## src/rtl/nbus_width_adapter.sv

```systemverilog
module nbus_width_adapter #(
  parameter int NW = 18
) (
  input  logic          clk,
  input  logic          rst_n,
  input  logic          cfg_byte,
  input  logic          cfg_order,
  input  logic          in_valid,
  output logic          in_ready,
  input  logic [2*NW-1:0] in_data,
  output logic          tx_vld,
  input  logic          tx_en,
  output logic [NW-1:0] tx_data,
  input  logic          rx_en,
  output logic          rx_ready,
  input  logic [NW-1:0] rx_data,
  output logic          out_valid,
  input  logic          out_ready,
  output logic [2*NW-1:0] out_data
);
  localparam int WW = 2 * NW;
  localparam int BW = NW / 2;

  logic byte_q, big_q;
  always_ff @(posedge clk)
    if (!rst_n) begin
      byte_q <= cfg_byte;
      big_q  <= cfg_order;
    end

  logic [1:0] last_k;
  assign last_k = byte_q ? 2'd3 : 2'd1;

  logic [WW-1:0] hold;
  logic          full;
  logic [1:0]    tk, tj;
  logic          tx_last, tx_fire;

  assign tj       = big_q ? last_k - tk : tk;
  assign tx_last  = (tk == last_k);
  assign tx_fire  = full && tx_en;
  assign tx_vld   = full;
  assign in_ready = !full || (tx_fire && tx_last);
  assign tx_data  = byte_q ? {{(NW-BW){1'b0}}, hold[int'(tj)*BW +: BW]}
                           : hold[int'(tj[0])*NW +: NW];

  always_ff @(posedge clk)
    if (!rst_n) begin
      full <= 1'b0;
      tk   <= '0;
      hold <= '0;
    end else begin
      if (tx_fire) tk <= tx_last ? 2'd0 : tk + 2'd1;
      if (in_valid && in_ready) begin
        hold <= in_data;
        full <= 1'b1;
      end else if (tx_fire && tx_last) begin
        full <= 1'b0;
      end
    end

  logic [WW-1:0] acc, merged;
  logic [1:0]    rk, rj;
  logic          rx_last, rx_fire;

  assign rj       = big_q ? last_k - rk : rk;
  assign rx_last  = (rk == last_k);
  assign rx_ready = !out_valid || out_ready;
  assign rx_fire  = rx_en && rx_ready;

  always_comb begin
    merged = acc;
    if (byte_q) merged[int'(rj)*BW +: BW] = rx_data[BW-1:0];
    else        merged[int'(rj[0])*NW +: NW] = rx_data;
  end

  always_ff @(posedge clk)
    if (!rst_n) begin
      acc       <= '0;
      rk        <= '0;
      out_valid <= 1'b0;
      out_data  <= '0;
    end else begin
      if (rx_fire) begin
        acc <= merged;
        rk  <= rx_last ? 2'd0 : rk + 2'd1;
      end
      if (rx_fire && rx_last) begin
        out_data  <= merged;
        out_valid <= 1'b1;
      end else if (out_ready) begin
        out_valid <= 1'b0;
      end
    end
endmodule


```

## config.mk

```make
export PLATFORM = sky130hd
export DESIGN_NAME = nbus_width_adapter
export DESIGN_NICKNAME = d
export VERILOG_FILES = /design/src/rtl/nbus_width_adapter.sv
export SDC_FILE = /design/constraint.sdc
export NUM_CORES = 1
export LEC_CHECK = 0
export ABC_AREA = 1
export BUFFER_PORTS_ARGS = -buffer_cell sky130_fd_sc_hd__buf_4
export CAP_MARGIN = 20
export CORE_ASPECT_RATIO = 1.75
export CORE_MARGIN = 3
export CORE_UTILIZATION = 56
export CTS_CLUSTER_DIAMETER = 200
export CTS_CLUSTER_SIZE = 10
export DETAILED_ROUTE_END_ITERATION = 8
export GPL_TIMING_DRIVEN = 0
export PLACE_DENSITY = 0.81
export SETUP_SLACK_MARGIN = 0.3
export SLEW_MARGIN = 20
export SYNTH_ARGS = -nofsm -noshare
export SYNTH_HDL_FRONTEND = slang
export SYNTH_SLANG_ARGS = --single-unit
```

## constraint.sdc

```tcl
create_clock -name clk -period 3.3 [get_ports clk]
set_input_delay 0.33 -clock clk [delete_from_list [all_inputs] [get_ports clk]]
set_output_delay 0.33 -clock clk [all_outputs]
set_load 0.005 [all_outputs]
```

Word-level counts from Yosys, hierarchy flattened. Index checks and enable logic that the tools add are counted.

Reduce and logical (&&, ||, !) cells: 11. Divide/modulo/power cells: 0. Bitwise operators: 0. Shifts and indexed selects: 6. Multiply operators: 4. Equality and inequality tests: 2. Add/sub/neg operators: 6. Magnitude comparators: 0. Multiplexer cells: 13.

Operator list (count): bitwise mux 36 bit (2); negation 6 -> 33 bit (2); 2-to-1 mux 36 bit (1); variable shift 18 x 33 -> 36 bit (first input constant) (1); variable shift 9 x 33 -> 36 bit (first input constant) (1); variable part select 18 x 33 -> 36 bit (1); variable part select 36 x 7 -> 18 bit (1); variable part select 36 x 7 -> 9 bit (1); variable part select 9 x 33 -> 36 bit (1); 2-to-1 mux 18 bit (1); multiplier 2 x 4 -> 6 bit (second input constant) (2); multiplier 1 x 4 -> 5 bit (second input constant) (2); 2-to-1 mux 2 bit (5); logical AND 1 bit (5); adder 2 x 1 -> 2 bit (second input constant) (2); == test 2 bit (2); 2-to-1 mux 1 bit (4); nonzero test 2 bit (2); subtractor 2 bit (2); zero test 1 bit (2); logical OR 1 bit (2).

Memories kept: 0. Latch bits: 0. Bits of input ports: 62. RAM bits: 0. Register bits: 116. Word-level logic and storage cells: 51. Output and inout port bits: 58. Bits in read-only memories: 0.

Logic depth before layout (Yosys ltp). Gate-level depths: netlist of run 1.

Word-level depth: 8. Gate-level depth with buffers: 14. Gate-level depth less buffers: 12.

Worst setup path after synthesis of run 1. OpenSTA, ideal clock, no wires.

Path type: register -> register. Start: register byte_q. End: register acc[14]. Buffers on the path: 3. Stages on the path, launching flop included: 13. Clock period less this slack: 2.302 ns. Arrival time: 2.232 ns. Library setup time: 0.070 ns. Path slack: 0.998 ns. Data required time: 3.230 ns. Cell sequence: edfxtp_1 buf_2 nand2_2 nand3_1 buf_2 nand2_1 ha_1 clkbuf_1 nor2_1 nand3_1 nand2_1 nand2_1 a21oi_1.

Word-level cells in the longest chain between the ends: 8. Elaborated cells between the ends (all ways): 9. Classes of those cells: add/sub (2); mul (1); shift (2); mux (4).

Ends and longest elaborated chain: from (decl) (line 24) `logic byte_q, big_q;`; from (signal assigned) (line 27) `byte_q <= cfg_byte;`; 2-to-1 mux 2 bit (line 32) `assign last_k = byte_q ? 2'd3 : 2'd1;`; subtractor 2 bit (line 66) `assign rj = big_q ? last_k - rk : rk;`; 2-to-1 mux 2 bit (line 66); multiplier 2 x 4 -> 6 bit (line 73) `if (byte_q) merged[int'(rj)*BW +: BW] = rx_data[BW-1:0];`; negation 6 -> 33 bit (line 73); variable part select 9 x 33 -> 36 bit / variable shift 9 x 33 -> 36 bit (equally long branches) (line 73); bitwise mux 36 bit (line 73); 2-to-1 mux 36 bit * (line 73); to (signal assigned) (line 85) `acc <= merged;`; to (decl) (line 62) `logic [WW-1:0] acc, merged;`.

Mark *: on every way between the ends. The rest lies on a longest branch, timed or not. A chain may end at the register's enable or synchronous reset.

Final worst setup path of run 1.
Start: register big_q. End: register out_data[24].

Word-level cells in the longest chain between the ends: 6. Elaborated cells between the ends (all ways): 12. Classes of those cells: add/sub (2); mul (2); shift (4); mux (4).

Ends and longest elaborated chain: from (decl) (line 24); from (signal assigned) (line 28) `big_q <= cfg_order;`; 2-to-1 mux 2 bit * (line 66); multiplier 1 x 4 -> 5 bit / multiplier 2 x 4 -> 6 bit (equally long branches) (line 74, 73); negation 6 -> 33 bit, on equally long branches (line 74, 73); variable part select 18 x 33 -> 36 bit, or another cell as far along (line 74) `else merged[int'(rj[0])*NW +: NW] = rx_data;`; bitwise mux 36 bit, on equally long branches (line 74, 73); 2-to-1 mux 36 bit * (line 73); to (signal assigned) (line 89) `out_data <= merged;`; to (decl) (line 19) `output logic [2*NW-1:0] out_data`.

Marked as above.

==> results of run 1 <==
## power breakdown
part / total (mW) / switching (mW) / internal, mW
clock network: 1.94 / 0.722 / 1.22
logic: 0.934 / 0.583 / 0.351
registers: 1.57 / 0.0610 / 1.51
total: 4.45 / 1.37 / 3.08
## metrics by stage
stage          worst slack (ps)  instances  total power [mW]
6_report                    534       1204              4.45
5_1_grt                     324       1204              4.61
4_1_cts                     464       1202              4.42
3_5_place_dp                473       1170              2.51
3_3_place_gp                531       1170              2.49
2_1_floorplan               998        924              2.17
## sequential cells by signal (all words and copies together) (netlist names)
name       count
rk             2
tx_vld         1
out_data      36
big_q          1
acc           36
byte_q         1
hold          36
out_valid      1
tk             2
## worst max-delay path, cell delays in order, from the launching register on
cell                       delay [ps]
sky130_fd_sc_hd__edfxtp_1         370
sky130_fd_sc_hd__buf_4            180
sky130_fd_sc_hd__inv_2            100
sky130_fd_sc_hd__nand2_1           60
sky130_fd_sc_hd__nand2_1          110
sky130_fd_sc_hd__buf_4            200
sky130_fd_sc_hd__buf_4            200
sky130_fd_sc_hd__ha_1             160
sky130_fd_sc_hd__buf_2            220
sky130_fd_sc_hd__inv_1            100
sky130_fd_sc_hd__nor3_4           300
sky130_fd_sc_hd__buf_4            200
sky130_fd_sc_hd__nand3_1           70
sky130_fd_sc_hd__o211ai_1         100
sky130_fd_sc_hd__o21ai_1          140
sky130_fd_sc_hd__a21oi_1          170
## metal layers
| metal | up-vias | part of all wire | global-route usage |
|---|---|---|---|
| met2 | 322 | 0.52 | 0.615 |
| met1 | 3041 | 0.34 | 0.330 |
| met5 | - | 0 | 0 |
| met3 | 108 | 0.060 | 0.0522 |
| li1 | 3342 | - | - |
| met4 | 0 | 0.081 | 0.264 |
## logic make-up (layout without fill, tap and decap cells)
group | count (synthesis) | after routing | share of synthesized area
buf+inv | 147 | 300 | 0.109
fa+ha+maj | 3 | 3 | 0.00618
flops | 116 | 116 | 0.385
simple gates | 405 | 405 | 0.280
compound gates | 253 | 253 | 0.219
## cell usage in the layout, fill, tap and decap left out, types with 22 or more instances in the layout
cell,n
sky130_fd_sc_hd__nand3_1,71
sky130_fd_sc_hd__inv_1,73
sky130_fd_sc_hd__clkbuf_1,22
sky130_fd_sc_hd__a21oi_1,95
sky130_fd_sc_hd__o21ai_0,84
sky130_fd_sc_hd__nand2_1,231
sky130_fd_sc_hd__o21ai_1,52
sky130_fd_sc_hd__buf_2,23
sky130_fd_sc_hd__nor2_1,75
sky130_fd_sc_hd__buf_4,127
sky130_fd_sc_hd__dfxtp_1,114
## final timing paths
| check | slack, ps | start | to | cells after the start |
|---|---|---|---|---|
| min reg2reg | 480 | hold[26]$_SDFFE_PN0P_ | hold[26]$_SDFFE_PN0P_ | 2 |
| min | 90 | cfg_order | big_q$_DFFE_PN_ | 1 |
| max reg2reg | 530 | big_q$_DFFE_PN_ | out_data[24]$_SDFFE_PN0P_ | 15 |
| max | 530 | big_q$_DFFE_PN_ | out_data[24]$_SDFFE_PN0P_ | 15 |
## synth_stat cells
master                     count
sky130_fd_sc_hd__clkinv_1      1
sky130_fd_sc_hd__dfxtp_1     114
sky130_fd_sc_hd__nand3_1      71
sky130_fd_sc_hd__buf_4         6
sky130_fd_sc_hd__inv_2         8
sky130_fd_sc_hd__nor3_4        1
sky130_fd_sc_hd__o21ai_2       2
sky130_fd_sc_hd__edfxtp_1      2
sky130_fd_sc_hd__a21oi_1      95
sky130_fd_sc_hd__nand4_1      18
sky130_fd_sc_hd__buf_6         8
sky130_fd_sc_hd__clkbuf_1     23
sky130_fd_sc_hd__o21ai_1      52
sky130_fd_sc_hd__nand3_2       3
sky130_fd_sc_hd__ha_1          3
sky130_fd_sc_hd__nand2_2       3
sky130_fd_sc_hd__inv_1        73
sky130_fd_sc_hd__buf_1         5
sky130_fd_sc_hd__a211oi_1      1
sky130_fd_sc_hd__o21ai_0      84
sky130_fd_sc_hd__nand2_1     231
sky130_fd_sc_hd__nor2_1       76
sky130_fd_sc_hd__nor2_2        1
sky130_fd_sc_hd__o211ai_1     18
sky130_fd_sc_hd__nand2_4       1
sky130_fd_sc_hd__buf_2        23
sky130_fd_sc_hd__a21oi_4       1
## final cells by class
class,count,area (sq um)
Inverter,82,308
Fill cell,902,2660
Sequential cell,116,2340
Buffer,65,357
Timing Repair Buffer,121,908
Clock inverter,14,174
Multi-Input combinational cell,661,3080
Clock buffer,18,439
Tap cell,127,159
## repair_timing
action,4_1_cts,5_1_grt
hold endpoints to repair,0,0
endpoints found under the setup margin,0,26
gates resized for setup,0,3
setup buffers,0,2
==> impl.org, run 1 <==
** Clock network
- Clock-pin slew was measured on the worst setup and hold paths at 60 ps.
- Counting the buffers created by CTS gives 17.
- Clock latency on the worst-skew pair, taken at its later pin, is 410 ps.
- Clock tree sinks :: 116
- CTS tree :: built
- The H-tree generated during clock tree synthesis spans 4 levels.
- No sink is reached through more buffers than the 2 on the longest clock path.
- The tree is rooted in a sky130_fd_sc_hd__clkbuf_16.
- Count of hold-fix buffers inserted at cts :: 0

** Drt
- The routed design has 20.5 mm of wire.
- Dividing the detail-routed via count by the number of cells gives 5.66.
- Once detail routing completed, the nets flagged for antenna violations numbered 0.
- After detailed routing, the average wire length per cell comes to 17.0 um.
- Length of the first detailed-routing pass in iterations :: 5
- After detailed routing, the number of remaining DRC violations is 0.
- Number of vias in the routed layout :: 6813
- For this block, the initial DRC count from the detailed router was 446.

** Finish
- The net count of the finished layout is 1129.
- Once layout is done, the placed cells without fillers occupy 7760 sq um.
- Fraction of the core area covered by cells at the end of the flow :: 0.745
- From synthesis to final layout, the design area changed by 27.7%.
- Of the cells placed in the final design, the portion with a size suffix greater than 1 is 0.197.
- The repair_antennas step left the layout with diodes totalling 0.

** STA
- The worst pin sits at a relative slew slack of 0.623.
- Setup repair after global routing left no endpoint under its margin.
- The final-report hold violation count is 0.
- Sum of negative setup slack :: 0 ps
- Shortest clock period the worst path allows after layout :: 2770 ps
- Total setup violations reported at the end of the flow :: 0
- Max-slew violation count :: 0
- The tightest hold path in the finished design has a slack of 93.7 ps.
- Setup skew after layout :: 7.24 ps
- Tightest Pin Transition :: 565 ps
- Fmax :: 362 MHz
- Final clock period utilization by the worst path :: 0.838

** Floorplanning
- The die is 144 um tall.
- In this run the core area contains 49 standard-cell rows.
- Die ar. :: 12200 sq um
- Die Span X :: 84.8 um
- Initial core utilization :: 0.583
- In this run the count of I/O pins placed on the die edge is 120.
- Standard cell core area :: 10400 sq um

** Pwr
- IR drop worst, VDD :: 0.000429 V
- In this run the power density over the cells is 573 nW/um^2.
- Leakage component of the power :: 3.67 nW

** Yosys
- Yosys warns :: 0
- The mapped netlist covers 6080 sq um.
- Share of the synthesized area in the top cell type :: 0.375
- FF+latch count, synth :: 116
- Synthesis produced 924 cells.
- The number of nets handed over by synthesis was 989.
- A synthesized cell averages 6.58 sq um.
- Ranked by total cell area, the synthesized netlist is headed by sky130_fd_sc_hd__dfxtp_1, sky130_fd_sc_hd__nand2_1, sky130_fd_sc_hd__a21oi_1.
- The netlist uses 27 different library cells.
- The largest total area in the synthesized netlist belongs to sky130_fd_sc_hd__dfxtp_1.
- Of the synthesized area, sequential elements account for 0.385.

** Global route
- Entering global routing, the biggest net connects 17 pins.
- Global routing usage summed across all routing layers :: 0.335
- Initial antenna violation count :: 0
- Summed over all layers, the global routing overflow is 0.
- Via count of the first global-routing pass :: 6602
- First-pass GRT wire length :: 32.1 mm

** Placement
- DP HPWL :: 15.3 mm
- The congestion estimate from routability-driven global placement came to 1.02.
- The count of buffers added on input and output ports is 119.
- Cell area after placement :: 7130 sq um

** Worst setup path
- STA classifies the critical path endpoint as a flip-flop.
- Crit path kind :: reg2reg
- Along the worst path, the maximum fanout reaches 11.
- Data on the critical path is required at its endpoint by 3640 ps.
- Data arrival time of the critical path :: 3110 ps
- Startpoint kind of the worst setup timing path :: flip-flop

** Min path
- Hold Crit Class :: in2reg

** Flow run
- Maximum capacitance violations :: 0

** Status
- Result of the run :: finished, final reports clean
(Power assumes the default switching activity.)
==> run 2, diff against run 1 <==
==> constraint.sdc (replaced) <==
create_clock -name clk -period 2.8 [get_ports clk]
set_input_delay 0.28 -clock clk [delete_from_list [all_inputs] [get_ports clk]]
set_output_delay 0.28 -clock clk [all_outputs]
set_load 0.005 [all_outputs]
==> run 2 against run 1 <==
Net effect:
- combinational power up 26%
- clock-buffer cell count unchanged
- non-clock buffer count up 12
- cell area up 2.8%
- sequential share of layout area down 0.83 points
- cell count up 1.1%
- sequential power up 18%
- register-to-register slack worse by 90 ps
- wire length up 1.8%
- critical path type is now reg2out
- largest power group unchanged
- highest routed layer unchanged
==> impl.org, run 2 (synthesis results as in run 1) <==
** Floorplanning
- The placeable core region is 10400 sq um (unchanged).
- The chip height is 144 um (unchanged).
- The die outline width came to 84.8 um (unchanged).
- The starting density of the core is 0.583 (unchanged).
- Num ports :: 120 (unchanged)
- Die ar. :: 12200 sq um (unchanged)
- The site row count was 49 (unchanged).

** Finish
- Design area :: 7980 sq um (+2.8%)
- Leaving out fill and tap cells, the most frequent cell in the layout is sky130_fd_sc_hd__nand2_1.
- The layout cell share with drive strength beyond 1 is 0.216 (+0.0188).
- Commonest cells after routing, fill and taps aside :: sky130_fd_sc_hd__nand2_1, sky130_fd_sc_hd__buf_4, sky130_fd_sc_hd__dfxtp_1, sky130_fd_sc_hd__a21oi_1, sky130_fd_sc_hd__o21ai_0
- Growth of design area from synthesis to finish :: 31.3%
- In the final layout, the registers with the most flip-flops are acc x36, hold x36, out_data x36.
- Fraction of the core area covered by cells at the end of the flow :: 0.766 (+0.0210)
- The final layout net count was 1142 (+1.2%).
- Antenna diodes :: 0 (unchanged)
- Final non-filler cell total :: 1217 (+1.1%)

** Global route
- Global routing usage summed across all routing layers :: 0.337 (+0.00131)
- The number of antenna violations at the first check in global routing came to 0 (unchanged).
- Maximum number of pins on one net before global-route repair :: 17 (unchanged)
- Total global routing overflow :: 0 (unchanged)
- First-pass GRT wire length :: 32.2 mm (+0.47%)
- Via count of the first global-routing pass :: 6649 (+0.71%)

** Placement
- Cell area after placement :: 7130 sq um (unchanged)
- Dpl cells :: 1170 (unchanged)
- DP HPWL :: 15.3 mm (unchanged)
- The pre-CTS setup slack is -27.2 ps (-500 ps).
- The global placer's final weighted congestion came to 1.02 (unchanged).
- The number of buffers inserted by port buffering is 119 (unchanged).

** Min path
- The worst hold path begins at cfg_order.
- The worst hold path belongs to the class in2reg.

** Clock network
- Clock latency reported for the late side of the worst-skew pair :: 410 ps (about the same)
- The root buffer cell chosen for the clock tree is sky130_fd_sc_hd__clkbuf_16.
- CTS tree :: built
- Clock H-tree levels :: 4 (unchanged)
- Clock tree sinks :: 116 (unchanged)
- The clock-pin transition on the worst setup and hold timing paths is 60 ps (about the same).
- The total CTS buffers was 17 (unchanged).
- The clock tree buffer depth is 2 (unchanged).

** Drt
- Length of the first detailed-routing pass in iterations :: 8 (+3)
- The overall via count from detail_route came to 6911 (+1.4%).
- Routed Antenna Nets :: 0 (unchanged)
- Routed wirelength normalized by instance count :: 17.2 um (+0.76%)
- The sum of routed wire length over all layers was 20.9 mm (+1.8%).
- Number of design-rule violations left by the first detailed-router iteration :: 456 (+2.2%)
- The detail-routed via count per cell came to 5.68 (+0.35%).
- The number of remaining DRC errors came to 0 (unchanged).

** Worst setup path
- Most used cell along the critical path :: sky130_fd_sc_hd__nand2_1
- The signal on the critical path passes through buf_6, inv_4, nand2_1, nand2_4, inv_4, buf_6, nand2_1, o21ai_0, inv_1, nand2_1, o211ai_1, nand2_1, buf_4.
- Data required time at the worst endpoint :: 2520 ps (-1120 ps)
- STA classifies the critical path startpoint as a flip-flop.
- CP Max Fanout :: 10 (-1)
- The worst setup path is of the reg2out kind.
- Startpoint of the worst-slack reg-to-reg timing path :: byte_q$_DFFE_PN_
- The critical path buffer and inverter count came to 6 (-1).
- Startpoint of the worst setup timing path :: big_q$_DFFE_PN_
- The delay of the slowest cell on the worst path was 390 ps (+20 ps).
- Kind of end point of the critical path :: output pin
- Delay-heaviest family, CP :: buffers and inverters
- Data arrival time of the critical path :: 2130 ps (-980 ps)
- The slowest stage of the critical path is the sky130_fd_sc_hd__edfxtp_1 cell.

** STA
- Setup repair after global routing missed its margin :: false
- The final worst-path setup slack is 394 ps (-140 ps).
- Slew Limit Headroom :: 0.625 (+0.00185)
- The final clock skew is 7.86 ps (+0.625 ps).
- The transition time of the tightest slew-check pin was 562 ps (-2.78 ps).
- In the finished design, the share of the clock period the worst path needs comes to 0.859.
- Total setup violations reported at the end of the flow :: 0 (unchanged)
- The final-report hold violation count came to 0 (unchanged).
- Max-slew violation count :: 0 (unchanged)
- Worst hold margin :: 41.8 ps (-51.8 ps)
- The final-layout setup total negative slack came to 0 ps (unchanged).
- Fmax :: 416 MHz
- The clock period could shrink to 2410 ps.

** Pwr
- The cell leakage power came to 3.75 nW (+2.3%).
- The power after layout came to 5.32 mW (+20%).
- The maximum VDD drop is 0.000518 V (+21%).
- The power density relative to cell area was 666 nW/um^2 (+16%).

** Status
- The flow ran to the end, and the final reports show no timing, DRC or antenna violations.

** Flow run
- The number of maximum-capacitance constraint violations was 0 (unchanged).
==> run 2: cell count changes in the layout (fill, tap and decap cells not counted), moves of 3 or more <==
cell	delta
sky130_fd_sc_hd__buf_6	+9
sky130_fd_sc_hd__nand2_1	-3
sky130_fd_sc_hd__nand2_2	+3
sky130_fd_sc_hd__buf_4	+6
sky130_fd_sc_hd__o21ai_0	-5
sky130_fd_sc_hd__o21ai_1	+5
sky130_fd_sc_hd__buf_2	-3
==> run 2: worst paths after layout <==
check	slack, ps	endpoint	cells after the start
max	390	tx_data[7]	13
min	40	big_q$_DFFE_PN_	1
max reg2reg	440	acc[23]$_SDFFE_PN0N_	14
min reg2reg	480	hold[26]$_SDFFE_PN0P_	2
==> run 2: repair_timing <==
action / 4_1_cts / 5_1_grt
endpoints found under the setup margin: 70 / 76
hold buffers: 0 / 0
cloned: 0 / 1
buffers inserted: 4 / 10
resized for setup: 13 / 29
pin swaps: 2 / 5
==> run 2: area by class of cell <==
type	instances	area, sq um
multi-input cells	662	3130
fillers	862	2440
flip-flops and latches	116	2340
repair buffers	133	1020
clock buffers	18	439
plain buffers	65	405
inverters	82	317
clock inverters	14	174
well taps	127	159
==> run 2: power breakdown <==
group | total [mW] | internal [mW] | switching, mW
clock | 2.28 | 1.43 | 0.848
sequential | 1.86 | 1.78 | 0.0729
combinational | 1.18 | 0.467 | 0.715
total | 5.32 | 3.68 | 1.64
==> run 2: per-layer routing <==
metal	vias to the layer above	wire (um)	global-route usage
met5	-	0	0
met4	0	1560	0.262
met3	102	1380	0.0528
met2	351	11000	0.620
met1	3091	7000	0.329
li1	3367	-	-
==> run 2: worst register-to-register path: cells and delay by family (launching register included) <==
kind	cells	cell delay, ps
buf+inv	5	680
simple gates	5	610
flops	1	450
compound gates	3	400
fa+ha+maj	1	140
==> run 3, diff against run 2 <==
--- a/config.mk
+++ b/config.mk
@@ -15,7 +15,7 @@
 export CTS_CLUSTER_SIZE = 10
 export DETAILED_ROUTE_END_ITERATION = 8
 export GPL_TIMING_DRIVEN = 0
-export PLACE_DENSITY = 0.81
+export PLACE_DENSITY = 0.89
 export SETUP_SLACK_MARGIN = 0.3
 export SLEW_MARGIN = 20
 export SYNTH_ARGS = -nofsm -noshare
==> run 3 against run 2 <==
Net effect:
- hold slack gained 5.7 ps
- combinational power about the same
- critical path depth unchanged
- clock power about the same
- sequential cell count did not move
- sequential share of layout area grew 0.36 points
- clock-buffer cell count unchanged
- non-clock buffer count is 6 lower
- register-to-register slack worse by 70 ps
- largest cell class unchanged
==> impl.org, run 3 (synthesis results as in run 1) <==
** Drt
- Number of design-rule violations left by the first detailed-router iteration :: 616 (+35%)
- The detail-routed via count per cell is 5.81 (+2.3%).
- Routed wirelength normalized by instance count :: 17.2 um (+0.34%)
- The number of remaining DRC errors is 0 (unchanged).
- The sum of routed wire length over all layers was 20.8 mm (-0.24%).
- Length of the first detailed-routing pass in iterations :: 6 (-2)
- The overall via count from detail_route came to 7031 (+1.7%).
- The remaining antenna violation count after routing came to 0 (unchanged).

** Finish
- The final design utilization was 0.756 (-0.00936).
- The final layout net count is 1135 (-0.61%).
- The flip-flop and latch area was 2340 sq um (unchanged).
- Antenna diodes :: 0 (unchanged)
- Number of inserted filler cells in the final layout :: 849 (-1.5%)
- The library cells used most frequently in the layout, excluding fill and tap cells, are sky130_fd_sc_hd__nand2_1, sky130_fd_sc_hd__buf_4, sky130_fd_sc_hd__dfxtp_1, sky130_fd_sc_hd__a21oi_1, sky130_fd_sc_hd__o21ai_0.
- Footprint of the multi-input gates :: 3110 sq um (-0.48%)
- Most common library cell in the layout ignoring fill and taps :: sky130_fd_sc_hd__nand2_1
- Registers with the highest flip-flop counts :: acc x36, hold x36, out_data x36
- The final cell area excluding filler cells is 7880 sq um (-1.2%).
- The layout cell share with drive strength beyond 1 is 0.210 (-0.00599).
- Growth of design area from synthesis to finish :: 29.7%

** STA
- The final clock skew was 7.52 ps (-0.337 ps).
- The shortest clock period the worst path allows after layout was 2430 ps (+22.7 ps).
- Setup repair after global routing missed its margin :: false
- The final max-slew violation count came to 0 (unchanged).
- The timing-limited maximum frequency was 412 MHz (-0.93%).
- The transition time of the tightest slew-check pin is 590 ps (+28.2 ps).
- Sum of negative setup slack :: 0 ps (unchanged)
- The setup-violating endpoint count in the final report was 0 (unchanged).
- The share of the clock period used by the worst path after layout is 0.867 (+0.00810).
- Slew Limit Headroom :: 0.606 (-0.0188)
- Worst Slack Setup Final :: 371 ps (-22.7 ps)
- The final-report hold violation count came to 0 (unchanged).

** Global route
- Global routing usage summed across all routing layers :: 0.336 (-0.000553)
- The number of antenna violations at the first check in global routing was 0 (unchanged).
- The first-pass GRT wire length was 32.1 mm (-0.30%).
- Via count of the first global-routing pass :: 6655 (+0.090%)
- Maximum number of pins on one net before global-route repair :: 17 (unchanged)
- Total global routing overflow :: 0 (unchanged)

** Floorplanning
- The site row count is 49 (unchanged).
- Die ar. :: 12200 sq um (unchanged)
- Height of the chip :: 144 um (unchanged)
- The starting density of the core was 0.583 (unchanged).
- Num ports :: 120 (unchanged)
- Die Span X :: 84.8 um (unchanged)
- The placeable core region is 10400 sq um (unchanged).

** Worst setup path
- STA classifies the critical path endpoint as a flip-flop.
- Data arrival time of the critical path :: 2770 ps (+640 ps)
- Most used cell along the critical path :: sky130_fd_sc_hd__inv_1
- Combined buffer and inverter count along the critical path :: 4 (-2)
- The worst setup path is of the reg2reg kind.
- Delay contributed by the slowest stage of the critical path :: 450 ps (+60 ps)
- The kind of cell with the highest combined delay along the critical path is simple AND/OR/NAND/NOR gates.
- CP Max Fanout :: 10 (unchanged)
- The slowest stage of the critical path belongs to the cell sky130_fd_sc_hd__dfxtp_1.
- Traced cell by cell, the critical path runs through inv_1, nand2_1, nand3_2, buf_6, nand2_2, inv_1, ha_1, nor3_4, buf_4, nand3_1, o211ai_1, o21ai_1, a21oi_1.
- The required time at the endpoint of the critical path was 3150 ps (+630 ps).
- Startpoint kind of the worst setup timing path :: flip-flop

** Clock network
- The clock-pin transition on the worst setup and hold timing paths came to 60 ps (about the same).
- TritonCTS Buffers :: 17 (unchanged)
- Root Driver :: sky130_fd_sc_hd__clkbuf_16
- Buffer levels on the longest clock path :: 2 (unchanged)
- The source-to-sink clock delay at the later pin of the worst-skew pair is 420 ps (about the same).
- The number of H-tree levels is 4 (unchanged).
- Clock tree sinks :: 116 (unchanged)
- CTS tree :: built

** Min path
- In this run the worst hold path is classified as in2reg.

** Pwr
- The power density relative to cell area is 667 nW/um^2 (+0.11%).
- The maximum VDD drop was 0.000528 V (+1.8%).
- Leakage component of the power :: 3.71 nW (-1.1%)

** Placement
- The number of buffers inserted by port buffering is 119 (unchanged).
- Weighted congestion reported at the end of routability-driven placement :: 1.01 (-0.50%)
- DP HPWL :: 15.1 mm (-1.2%)
- The total placed instance area came to 7130 sq um (unchanged).
- Worst setup slack after placement :: 40.2 ps (+67.4 ps)

** Flow run
- Maximum capacitance violations :: 0 (unchanged)

** Status
- Result of the run :: finished, final reports clean
## run 3: area by class of cell
class                           instances  share of cell area
Inverter                               82              0.0395
Buffer                                 65              0.0495
Clock buffer                           18              0.0557
Timing Repair Buffer                  127               0.121
Sequential cell                       116               0.297
Tap cell                              127              0.0202
Multi-Input combinational cell        661               0.395
Clock inverter                         14              0.0224
## run 3: metrics by stage
stage | hold WS [ps] | total power [mW] | instances
2_1_floorplan | 379 | 2.56 | 924
3_3_place_gp | 455 | 2.93 | 1170
3_5_place_dp | 460 | 2.95 | 1170
4_1_cts | 43.4 | 5.20 | 1204
5_1_grt | 41.7 | 5.47 | 1210
6_report | 47.5 | 5.26 | 1210
## run 3: layer usage
metal  part of all wire  global-route usage
met2               0.49               0.586
met1               0.33               0.332
met5                  0                   0
met3              0.073              0.0614
met4               0.10               0.309
## run 3: worst paths after layout
kind | start | end | slack [ps] | depth (start not counted)
worst min register to register | hold[23]$_SDFFE_PN0P_ | hold[23]$_SDFFE_PN0P_ | 470 | 2
worst min-delay path | cfg_order | big_q$_DFFE_PN_ | 50 | 1
worst max register to register | rk[1]$_SDFFE_PN0N_ | acc[24]$_SDFFE_PN0N_ | 370 | 13
worst max-delay path | rk[1]$_SDFFE_PN0N_ | acc[24]$_SDFFE_PN0N_ | 370 | 13
## run 3: power by group
| group | internal, mW | switching (mW) | leakage (nW) |
|---|---|---|---|
| clock | 1.43 | 0.822 | 0.294 |
| sequential | 1.78 | 0.0716 | 0.959 |
| combinational | 0.442 | 0.709 | 2.46 |
| total | 3.66 | 1.60 | 3.71 |
## run 3: what timing repair did
item,4_1_cts,5_1_grt
setup endpoints to repair,59,81
resized for setup,9,19
pin swaps,1,4
buffers inserted,2,6
hold buffers,0,0
